File: config.mk
export PLATFORM = sky130hd
export DESIGN_NAME = io_width_splitter
export DESIGN_NICKNAME = d
export VERILOG_FILES = /design/src/rtl/iows_pkg.sv /design/src/rtl/iows_piece_plan.sv /design/src/rtl/iows_cap_track.sv /design/src/rtl/iows_lanes.sv /design/src/rtl/io_width_splitter.sv
export SDC_FILE = /design/constraint.sdc
export NUM_CORES = 1
export LEC_CHECK = 0
export CORE_UTILIZATION = 25
export DETAILED_ROUTE_END_ITERATION = 10
export SLEW_MARGIN = 10
export SYNTH_ARGS = -nofsm -noshare
export SYNTH_HDL_FRONTEND = slang
export SYNTH_SLANG_ARGS = --single-unit
File: constraint.sdc
create_clock -name clk -period 6.57 [get_ports clk]
set_clock_uncertainty 0.1 [all_clocks]
set_input_delay 1.314 -clock clk [delete_from_list [all_inputs] [get_ports clk]]
set_output_delay 1.314 -clock clk [all_outputs]
set_load 0.01 [all_outputs]
File: src/rtl/iows_pkg.sv
package iows_pkg;

    localparam int DATA_W = 32;
    localparam int LANES  = DATA_W / 8;
    localparam int OFS_W  = $clog2(LANES) + 1;

    typedef enum logic [1:0] {
        SZ_BYTE = 2'd0,
        SZ_HALF = 2'd1,
        SZ_WORD = 2'd2
    } size_e;

    typedef enum logic [1:0] {
        ST_IDLE  = 2'd0,
        ST_ISSUE = 2'd1,
        ST_RESP  = 2'd2
    } state_e;

    function automatic logic [OFS_W-1:0] size_bytes(size_e s);
        logic [OFS_W-1:0] n;
        unique case (s)
            SZ_BYTE: n = OFS_W'(1);
            SZ_HALF: n = OFS_W'(2);
            default: n = OFS_W'(4);
        endcase
        return n;
    endfunction

endpackage

File: src/rtl/iows_piece_plan.sv
// Picks the widest naturally aligned piece that fits the remaining bytes
// and does not exceed the current width cap.
module iows_piece_plan
    import iows_pkg::*;
(
    input  logic [1:0]       addr_lo,
    input  logic [OFS_W-1:0] remain,
    input  size_e            cap,
    output size_e            piece
);

    logic fits_word;
    logic fits_half;

    always_comb begin
        fits_word = (cap == SZ_WORD) && (remain >= OFS_W'(4)) && (addr_lo == 2'b00);
        fits_half = (cap != SZ_BYTE) && (remain >= OFS_W'(2)) && !addr_lo[0];
        if (fits_word) begin
            piece = SZ_WORD;
        end else if (fits_half) begin
            piece = SZ_HALF;
        end else begin
            piece = SZ_BYTE;
        end
    end

endmodule

File: src/rtl/iows_cap_track.sv
// Holds the width cap. A failed piece lowers the cap by one step until the
// byte offset has passed the end of that piece; then the home cap returns.
module iows_cap_track
    import iows_pkg::*;
(
    input  logic             clk,
    input  logic             rst_n,
    input  logic             start,
    input  size_e            start_cap,
    input  size_e            home_cap,
    input  logic             step,
    input  logic             split,
    input  size_e            piece,
    input  logic [OFS_W-1:0] cur_ofs,
    input  logic [OFS_W-1:0] next_ofs,
    output size_e            cap
);

    size_e            cap_q;
    logic [OFS_W-1:0] end_q;

    always_ff @(posedge clk) begin
        if (!rst_n) begin
            cap_q <= SZ_WORD;
            end_q <= '0;
        end else if (start) begin
            cap_q <= start_cap;
            end_q <= '0;
        end else if (step) begin
            if (split) begin
                cap_q <= size_e'(2'(piece) - 2'd1);
                end_q <= cur_ofs + size_bytes(piece);
            end else if (next_ofs >= end_q) begin
                cap_q <= home_cap;
            end
        end
    end

    assign cap = cap_q;

endmodule

File: src/rtl/iows_lanes.sv
// Byte lane steering: moves write data down to the piece and read data up
// into the reassembly register.
module iows_lanes
    import iows_pkg::*;
(
    input  logic [1:0]        ofs,
    input  size_e             piece,
    input  logic              ack,
    input  logic [DATA_W-1:0] wdata_q,
    input  logic [DATA_W-1:0] rdata_in,
    input  logic [DATA_W-1:0] rdata_q,
    output logic [DATA_W-1:0] piece_wdata,
    output logic [DATA_W-1:0] rdata_next
);

    logic [OFS_W-1:0] nb;
    assign nb = size_bytes(piece);

    for (genvar i = 0; i < LANES; i++) begin : g_lane
        logic [1:0]       k;
        logic             in_piece;
        logic [OFS_W-1:0] src;

        always_comb begin
            k        = 2'(i) - ofs;
            in_piece = (OFS_W'(i) >= {1'b0, ofs}) && ({1'b0, k} < nb);
            if (in_piece && ack) begin
                rdata_next[8*i +: 8] = rdata_in[{k, 3'b000} +: 8];
            end else if (in_piece && (piece == SZ_BYTE)) begin
                rdata_next[8*i +: 8] = 8'hFF;
            end else begin
                rdata_next[8*i +: 8] = rdata_q[8*i +: 8];
            end
        end

        always_comb begin
            src = OFS_W'(i) + {1'b0, ofs};
            if ((OFS_W'(i) < nb) && (src < OFS_W'(LANES))) begin
                piece_wdata[8*i +: 8] = wdata_q[{src[1:0], 3'b000} +: 8];
            end else begin
                piece_wdata[8*i +: 8] = 8'h00;
            end
        end
    end

endmodule

File: src/rtl/io_width_splitter.sv
module io_width_splitter
    import iows_pkg::*;
#(
    parameter int AW = 16
) (
    input  logic              clk,
    input  logic              rst_n,
    input  logic              cfg_bus16,
    input  logic              log_en,
    input  logic              req_valid,
    output logic              req_ready,
    input  logic [AW-1:0]     req_addr,
    input  logic [1:0]        req_size,
    input  logic              req_write,
    input  logic [DATA_W-1:0] req_wdata,
    output logic              rsp_done,
    output logic [DATA_W-1:0] rsp_rdata,
    output logic              rsp_err,
    output logic              tgt_valid,
    output logic [AW-1:0]     tgt_addr,
    output logic [1:0]        tgt_size,
    output logic              tgt_write,
    output logic [DATA_W-1:0] tgt_wdata,
    input  logic              tgt_ack,
    input  logic [DATA_W-1:0] tgt_rdata,
    output logic              nack_log
);

    state_e state_q, state_d;

    logic [AW-1:0]     base_q;
    logic              write_q;
    logic [DATA_W-1:0] wdata_q;
    logic [DATA_W-1:0] rdata_q;
    logic              err_q;
    logic              bus16_q;
    logic [OFS_W-1:0]  total_q;
    logic [OFS_W-1:0]  ofs_q;

    size_e             req_sz;
    size_e             cap;
    size_e             piece;
    logic [AW-1:0]     cur_addr;
    logic [OFS_W-1:0]  remain;
    logic [OFS_W-1:0]  ofs_next;
    logic [DATA_W-1:0] rdata_next;
    logic [DATA_W-1:0] piece_wdata;
    logic              accept;
    logic              issuing;
    logic              nacked;
    logic              split;
    logic              last;

    always_comb begin
        unique case (req_size)
            2'b00:   req_sz = SZ_BYTE;
            2'b01:   req_sz = SZ_HALF;
            default: req_sz = SZ_WORD;
        endcase
    end

    assign accept   = (state_q == ST_IDLE) && req_valid;
    assign issuing  = (state_q == ST_ISSUE);
    assign cur_addr = base_q + AW'(ofs_q);
    assign remain   = total_q - ofs_q;
    assign nacked   = issuing && !tgt_ack;
    assign split    = nacked && (piece != SZ_BYTE);

    always_comb begin
        if (tgt_ack) begin
            ofs_next = ofs_q + size_bytes(piece);
        end else if (piece == SZ_BYTE) begin
            ofs_next = ofs_q + OFS_W'(1);
        end else begin
            ofs_next = ofs_q;
        end
        last = (ofs_next == total_q);
    end

    iows_piece_plan u_plan (
        .addr_lo (cur_addr[1:0]),
        .remain  (remain),
        .cap     (cap),
        .piece   (piece)
    );

    iows_cap_track u_cap (
        .clk       (clk),
        .rst_n     (rst_n),
        .start     (accept),
        .start_cap (cfg_bus16 ? SZ_HALF : SZ_WORD),
        .home_cap  (bus16_q ? SZ_HALF : SZ_WORD),
        .step      (issuing),
        .split     (split),
        .piece     (piece),
        .cur_ofs   (ofs_q),
        .next_ofs  (ofs_next),
        .cap       (cap)
    );

    iows_lanes u_lanes (
        .ofs         (ofs_q[1:0]),
        .piece       (piece),
        .ack         (tgt_ack),
        .wdata_q     (wdata_q),
        .rdata_in    (tgt_rdata),
        .rdata_q     (rdata_q),
        .piece_wdata (piece_wdata),
        .rdata_next  (rdata_next)
    );

    // Transitions: T_ACCEPT (IDLE->ISSUE), T_NEXT_PIECE (ISSUE->ISSUE),
    // T_FINAL (ISSUE->RESP), T_RETIRE (RESP->IDLE).
    always_comb begin
        state_d = state_q;
        unique case (state_q)
            ST_IDLE:  if (req_valid) state_d = ST_ISSUE;
            ST_ISSUE: if (last)      state_d = ST_RESP;
            ST_RESP:                 state_d = ST_IDLE;
            default:                 state_d = ST_IDLE;
        endcase
    end

    always_ff @(posedge clk) begin
        if (!rst_n) begin
            state_q <= ST_IDLE;
        end else begin
            state_q <= state_d;
        end
    end

    always_ff @(posedge clk) begin
        if (!rst_n) begin
            base_q  <= '0;
            write_q <= 1'b0;
            wdata_q <= '0;
            rdata_q <= '0;
            err_q   <= 1'b0;
            bus16_q <= 1'b0;
            total_q <= '0;
            ofs_q   <= '0;
        end else if (accept) begin
            base_q  <= req_addr;
            write_q <= req_write;
            wdata_q <= req_wdata;
            rdata_q <= '0;
            err_q   <= 1'b0;
            bus16_q <= cfg_bus16;
            total_q <= size_bytes(req_sz);
            ofs_q   <= '0;
        end else if (issuing) begin
            ofs_q   <= ofs_next;
            rdata_q <= rdata_next;
            if (nacked && (piece == SZ_BYTE)) begin
                err_q <= 1'b1;
            end
        end
    end

    always_comb begin
        req_ready = (state_q == ST_IDLE);
        rsp_done  = (state_q == ST_RESP);
        rsp_rdata = rdata_q;
        rsp_err   = err_q;
        tgt_valid = issuing;
        tgt_addr  = cur_addr;
        tgt_size  = 2'(piece);
        tgt_write = write_q;
        tgt_wdata = piece_wdata;
        nack_log  = nacked && (piece == SZ_BYTE) && log_en;
    end

endmodule

### Word level (Yosys, flattened, before mapping)

Cells that the tools add are included.

| storage, ports and cells | value |
|---|---|
| logic and storage cells | 144 |
| bits in latches | 0 |
| bits in read-only memories | 0 |
| register bits after elaboration | 96 |
| output and inout port bits | 88 |
| memory bits (writable) | 0 |
| input port bits | 89 |
| memories kept | 0 |

| cells by class | value |
|---|---|
| reduce and logical (&&, ||, !) cells | 48 |
| div/mod/pow operators | 0 |
| shift-type cells | 8 |
| equal/unequal tests | 9 |
| $lt $le $gt $ge | 18 |
| add/sub/neg operators | 13 |
| bitwise logic cells | 1 |
| muxes and demuxes | 33 |
| $mul | 0 |

Operators with widths:

| kind | number |
|---|---|
| 32-bit by 6-bit variable part select with 8-bit output | 8 |
| 8-bit 2-to-1 mux | 12 |
| 1-bit logical AND | 24 |
| 3-bit 2-to-1 mux | 7 |
| 2-bit 2-to-1 mux | 9 |
| 16-bit by 3-bit adder with 16-bit output | 1 |
| 2-bit AND reduction | 8 |
| 2-bit nonzero test | 7 |
| 2-bit by 3-bit < comparator with 1-bit output | 4 |
| 3-bit one-hot mux with 2 select lines | 2 |
| 2-bit zero test | 5 |
| 3-bit < comparator, second input constant | 3 |
| 2-bit by 1-bit == test with 1-bit output, second input constant | 4 |
| 2-bit one-hot mux with 2 select lines | 2 |
| 2-bit by 2-bit adder with 3-bit output, first input constant | 2 |
| 3-bit adder | 2 |
| 1-bit by 3-bit < comparator with 1-bit output, first input constant | 2 |
| 2-bit by 3-bit < comparator with 1-bit output, first input constant | 2 |
| 2-bit == test, second input constant | 2 |
| 1-bit by 2-bit greater-or-equal comparator with 1-bit output, first input constant | 2 |
| 1-bit by 2-bit subtractor with 2-bit output, first input constant | 2 |
| 2-bit subtractor, first input constant | 2 |
| 1-bit by 2-bit adder with 3-bit output, first input constant | 1 |
| 3-bit by 1-bit adder with 3-bit output, second input constant | 1 |
| 15 further kinds | 16 |

### Logic depth before layout (Yosys ltp)

| logic depth | value |
|---|---|
| depth in word-level cells | 16 |
| gate-level depth with buffers | 19 |

### Modules after synthesis

Synthesis repeated with hierarchy kept, for this count alone.

| second synthesis, totals | value |
|---|---|
| cell total of the unflattened synthesis | 718 |
| area total of the unflattened synthesis | 6528.8 um2 |

By module, submodules not included:

| module | times used | area each (um2) | seq. area each (um2) | cells each |
|---|---|---|---|---|
| io_width_splitter | 1 | 3831.2 | 1821.7 | 474 |
| iows_lanes | 1 | 2217.1 | 0.0 | 187 |
| iows_cap_track | 1 | 432.9 | 100.1 | 51 |
| iows_piece_plan | 1 | 47.5 | 0.0 | 6 |

### Least setup slack after synthesis

No wires, ideal clock.

| path | value |
|---|---|
| kind | register -> register |
| start | register ofs_q[1] |
| end | register u_cap.cap_q[1] (netlist: u_cap.cap[1]) |
| cell stages (with the launch flop) | 20 |
| arrival time | 4.719 ns |
| setup slack | 1.618 ns |
| setup time | 0.133 ns |
| buffers on the path | 4 |
| period minus slack after synthesis | 4.952 ns |
| path through | dfxtp_1 -> clkbuf_1 -> clkbuf_1 -> inv_1 -> fa_1 -> and4bb_2 -> and2_1 -> buf_6 -> clkbuf_1 -> nor2_1 -> inv_1 -> fa_1 -> nand2b_1 -> mux2_2 -> and2_1 -> ha_1 -> a21oi_1 -> or3_1 -> a31oi_1 -> o21ai_0 |

RTL lines:

| item | line | text |
|---|---|---|
| start, declared | io_width_splitter.sv:38 | `logic [OFS_W-1:0] ofs_q;` |
| start signal, assigned | io_width_splitter.sv:152 | `ofs_q <= ofs_next;` |
| parallel branches: the longest is 3 deep, another holds 16-bit by 3-bit adder with 16-bit output | - |  |
| 1-bit logical AND (*) | iows_piece_plan.sv:16 | `fits_word = (cap == SZ_WORD) && (remain >= OFS_W'(4)) && (addr_lo == 2'b00);` |
| via u_plan.fits_word | iows_piece_plan.sv:12 | `logic fits_word;` |
| 2-bit 2-to-1 mux (*) | iows_piece_plan.sv:18 | `if (fits_word) begin` |
| via tgt_size[0] | io_width_splitter.sv:21 | `output logic [1:0] tgt_size,` |
| 2-bit by 1-bit == test with 1-bit output or 2-bit zero test (tied branches) | iows_pkg.sv:21, io_width_splitter.sv:72 |  |
| 3-bit one-hot mux with 2 select lines | iows_pkg.sv:21 | `unique case (s)` |
| 3-bit 2-to-1 mux | io_width_splitter.sv:70 | `if (tgt_ack) begin` |
| 3-bit adder | io_width_splitter.sv:71 | `ofs_next = ofs_q + size_bytes(piece);` |
| 3-bit 2-to-1 mux (*) | io_width_splitter.sv:70 |  |
| via ofs_next[2] | io_width_splitter.sv:45 | `logic [OFS_W-1:0] ofs_next;` |
| 3-bit greater-or-equal comparator (*) | iows_cap_track.sv:33 | `end else if (next_ofs >= end_q) begin` |
| 3-bit nonzero test (no source line) (*) | - |  |
| 2-bit AND reduction (no source line) (*) | - |  |
| end signal, assigned | iows_cap_track.sv:27 | `cap_q <= start_cap;` |
| end signal, assigned | iows_cap_track.sv:31 | `cap_q <= size_e'(2'(piece) - 2'd1);` |
| end signal, assigned | iows_cap_track.sv:34 | `cap_q <= home_cap;` |
| end, declared | iows_cap_track.sv:19 | `size_e cap_q;` |

Mark *: on every way through the listed nets, which the timed path passes. The select of a mux whose other input is x is not followed.
A chain may end at the register's enable or synchronous reset.

### Worst setup path after layout

| path | value |
|---|---|
| start | register ofs_q[1] |
| end | output port tgt_wdata[22] |

| between the ends | value |
|---|---|
| longest elaborated chain between the ends | 11 |

Ends and longest elaborated chain:

| item | line | text |
|---|---|---|
| 3-bit subtractor | io_width_splitter.sv:65 | `assign remain = total_q - ofs_q;` |
| 3-bit by 2-bit greater-or-equal comparator with 1-bit output | iows_piece_plan.sv:17 | `fits_half = (cap != SZ_BYTE) && (remain >= OFS_W'(2)) && !addr_lo[0];` |
| 1-bit logical AND (2 in a row) | iows_piece_plan.sv:17 |  |
| 1-bit 2-to-1 mux | iows_piece_plan.sv:20 | `end else if (fits_half) begin` |
| 2-bit 2-to-1 mux | iows_piece_plan.sv:18 |  |
| 2-bit by 1-bit == test with 1-bit output or 2-bit zero test (tied branches) | iows_pkg.sv:21 |  |
| 3-bit one-hot mux with 2 select lines | iows_pkg.sv:21 |  |
| 2-bit by 3-bit < comparator with 1-bit output | iows_lanes.sv:38 | `if ((OFS_W'(i) < nb) && (src < OFS_W'(LANES))) begin` |
| 1-bit logical AND | iows_lanes.sv:38 |  |
| 8-bit 2-to-1 mux (*) | iows_lanes.sv:38 |  |
| end, declared | io_width_splitter.sv:23 | `output logic [DATA_W-1:0] tgt_wdata,` |

Mark *: on every way between the ends. The rest lies on a longest branch, timed or not.

==> impl_metrics.env <==
export IMPL_required_ns=5.16
export IMPL_dieArea_um2=24700
export IMPL_worst_slew_pin_slew_ns=1.07
export IMPL_syn_avg_cell_area_um2=9.95
export IMPL_maxCapViolCount=0
export IMPL_core_area_um2=23500
export IMPL_fmax_mhz=185
export IMPL_syn_instance_count=605
export IMPL_rsz0062_at_grt="false"
export IMPL_synth_ff_type="dfxtp_1"
export IMPL_grt_max_degree=60
export IMPL_grt_usage=0.153
export IMPL_insertion_delay_ns=0.35
export IMPL_grt_pass1_vias=4980
export IMPL_seq_area_frac_synth=0.319
export IMPL_dr_pass1_iters=4
export IMPL_nets=860
export IMPL_gp_congestion=0.836
export IMPL_cts_sinks=96
export IMPL_overflow=0
export IMPL_via_count=5137
export IMPL_rr_worst_depth=16
export IMPL_slew_headroom=0.285
export IMPL_synth_seq_cells=96
export IMPL_async_flop_share=0
export IMPL_finalMaxSlewViolations=0
export IMPL_post_cts_buffers=0
export IMPL_ant_nets=0
export IMPL_path_clk_slew_ns=0.07
export IMPL_viasPerCell=4.78
export IMPL_wire_per_inst_um=17.4
export IMPL_p_per_area_nw_per_um2=347
export IMPL_antenna_found_initial=0
export IMPL_status="finished clean"
export IMPL_cts_resized=0
export IMPL_cts_hold_buffers=0
export IMPL_fin_ws_ns=1.16
export IMPL_cts_buffers=9
export IMPL_drt_iter0_markers=205
export IMPL_hold_class="register to register"
export IMPL_cts_tree="built"
export IMPL_cts_buffer_depth=2
export IMPL_post_route_period_util=0.824
export IMPL_hold_viol_final=0
export IMPL_grt_pass1_wl_mm=28.6
export IMPL_area_growth_syn_to_layout_pct=38.4
export IMPL_p_leak_nw=2.85
export IMPL_arrival_ns=4.00
export IMPL_critPathLaunchType="register"
export IMPL_utilization=0.354
export IMPL_whs_path_depth=2
export IMPL_final_fill_count=2439
export IMPL_period_needed_ns=5.41
export IMPL_fp_dieH_um=157
export IMPL_pre_cts_ws_ns=1.53
export IMPL_die_w_um=157
export IMPL_port_buffer_count=176
export IMPL_ys_warn_count=0
export IMPL_cts_root_buf="clkbuf_16"
export IMPL_routed_wirelength_mm=18.7
export IMPL_layout_drive_gt1_share=0.144
export IMPL_crit_fanout=33
export IMPL_route_detailed_drc=0
export IMPL_num_rows=56
export IMPL_setup_worst_path_class="register to primary output"
export IMPL_syn_nets=714
export IMPL_setup_viol=0
export IMPL_initial_core_util=0.256
export IMPL_finalPower_mw=2.89
export IMPL_synth_cell_types=58
export IMPL_ir_drop_mv=0.188
export IMPL_endpoint_kind="primary output"
export IMPL_ctsHtreeMaxLevel=3
export IMPL_dp_hpwl_mm=13.5
export IMPL_num_io_pins=177
export IMPL_synthesis_area_um2=6020
export IMPL_fin_tns_setup_ns=0
export IMPL_synth_edf_count=0
export IMPL_diodes=0
-- layout make-up --
cell class              count  area [um2]  area share
inverters                  19        71.3     0.00856
clock buffers              10         239      0.0287
well taps                 319         399      0.0479
flip-flops and latches     96        1930       0.231
clock inverters             6        75.1     0.00902
multi-input cells         445        3830       0.460
repair buffers            180        1790       0.215
-- sequential cells by signal, summed over array words and instances (netlist names) --
name,flops
ofs_q,3
base_q,16
u_cap.end_q,3
tgt_write,1
total_q,3
wdata_q,32
u_cap.cap,2
bus16_q,1
rsp_err,1
rsp_rdata,32
state_q,2
-- critical path, cell delays in order (launching register included) --
cell and delay (ns):
dfxtp_2 0.31, buf_4 0.39, inv_1 0.28, fa_1 0.57
and4bb_2 0.25, and2_1 0.59, nand2_1 0.44, nor2_1 0.24
clkdlybuf4s50_1 0.56
-- power breakdown --
group / internal, mW / switching [mW]
combinational: 0.724 / 0.793
clock: 0.312 / 0.252
sequential: 0.697 / 0.114
-- synth_stat cells (4+ instances only) --
library cell    n  share of area
nand2_1       117          0.073
dfxtp_1        96           0.32
mux4_2         56           0.21
a21boi_0       52          0.065
nor2_1         35          0.022
clkbuf_1       23          0.014
inv_1          18          0.011
ha_1           17          0.035
o221a_2        16          0.030
a21oi_1        14          0.012
xnor2_1        13          0.019
nor2b_1        12          0.012
and3_1         11          0.011
mux2i_1        11          0.018
buf_1          10         0.0062
and2_1          8         0.0083
buf_2           8         0.0067
o221a_1         8          0.015
o31ai_1         8          0.010
nand2b_1        6         0.0062
nand3_1         5         0.0042
xor2_1          5         0.0073
a211oi_1        4         0.0050
-- metal layers --
| layer | up-vias | track usage | part of all wire |
|---|---|---|---|
| met5 | - | 0 | 0 |
| met4 | 0 | 0.0467 | 0.016 |
| met3 | 17 | 0.0427 | 0.079 |
| met2 | 178 | 0.246 | 0.46 |
| met1 | 2448 | 0.200 | 0.45 |
| li1 | 2494 | - | - |
-- cell families after synthesis --
kind of cell | Yosys count | synth area share
AOI/OAI and AO/OA | 125 | 0.167
xor gates and xnor gates | 19 | 0.0304
adders and majority gates | 20 | 0.0453
buffers and inverters | 64 | 0.0453
DFF | 96 | 0.319
muxes | 68 | 0.230
and+or+nand+nor | 213 | 0.163
-- metrics by stage --
step                      cells  hold slack (ns)  area (um2)
final                      1075            0.369        8330
after global routing       1075            0.394        8330
after CTS                  1075            0.376        8330
after detailed placement   1059            0.366        8010
after global placement     1059            0.347        8010
after floorplan             605            0.343        6020
-- layout by cell type, fill, tap and decap left out, types with 12 or more instances in the layout --
cell	count
a21boi_0	52
a21oi_1	14
clkdlybuf4s50_1	175
dfxtp_1	94
ha_1	16
inv_1	18
mux4_2	56
nand2_1	116
nor2_1	35
nor2b_1	12
o221a_2	16
xnor2_1	13
-- path summary, 6_finish.rpt --
check,slack [ns],endpoint,from
worst min-delay path,0.37,bus16_q,bus16_q
worst max register to register,1.64,u_cap.cap[1],ofs_q[1]
worst min register to register,0.37,bus16_q,bus16_q
worst max-delay path,1.16,tgt_wdata[22],ofs_q[1]
No activity file was read; power rests on OpenSTA's default activity.
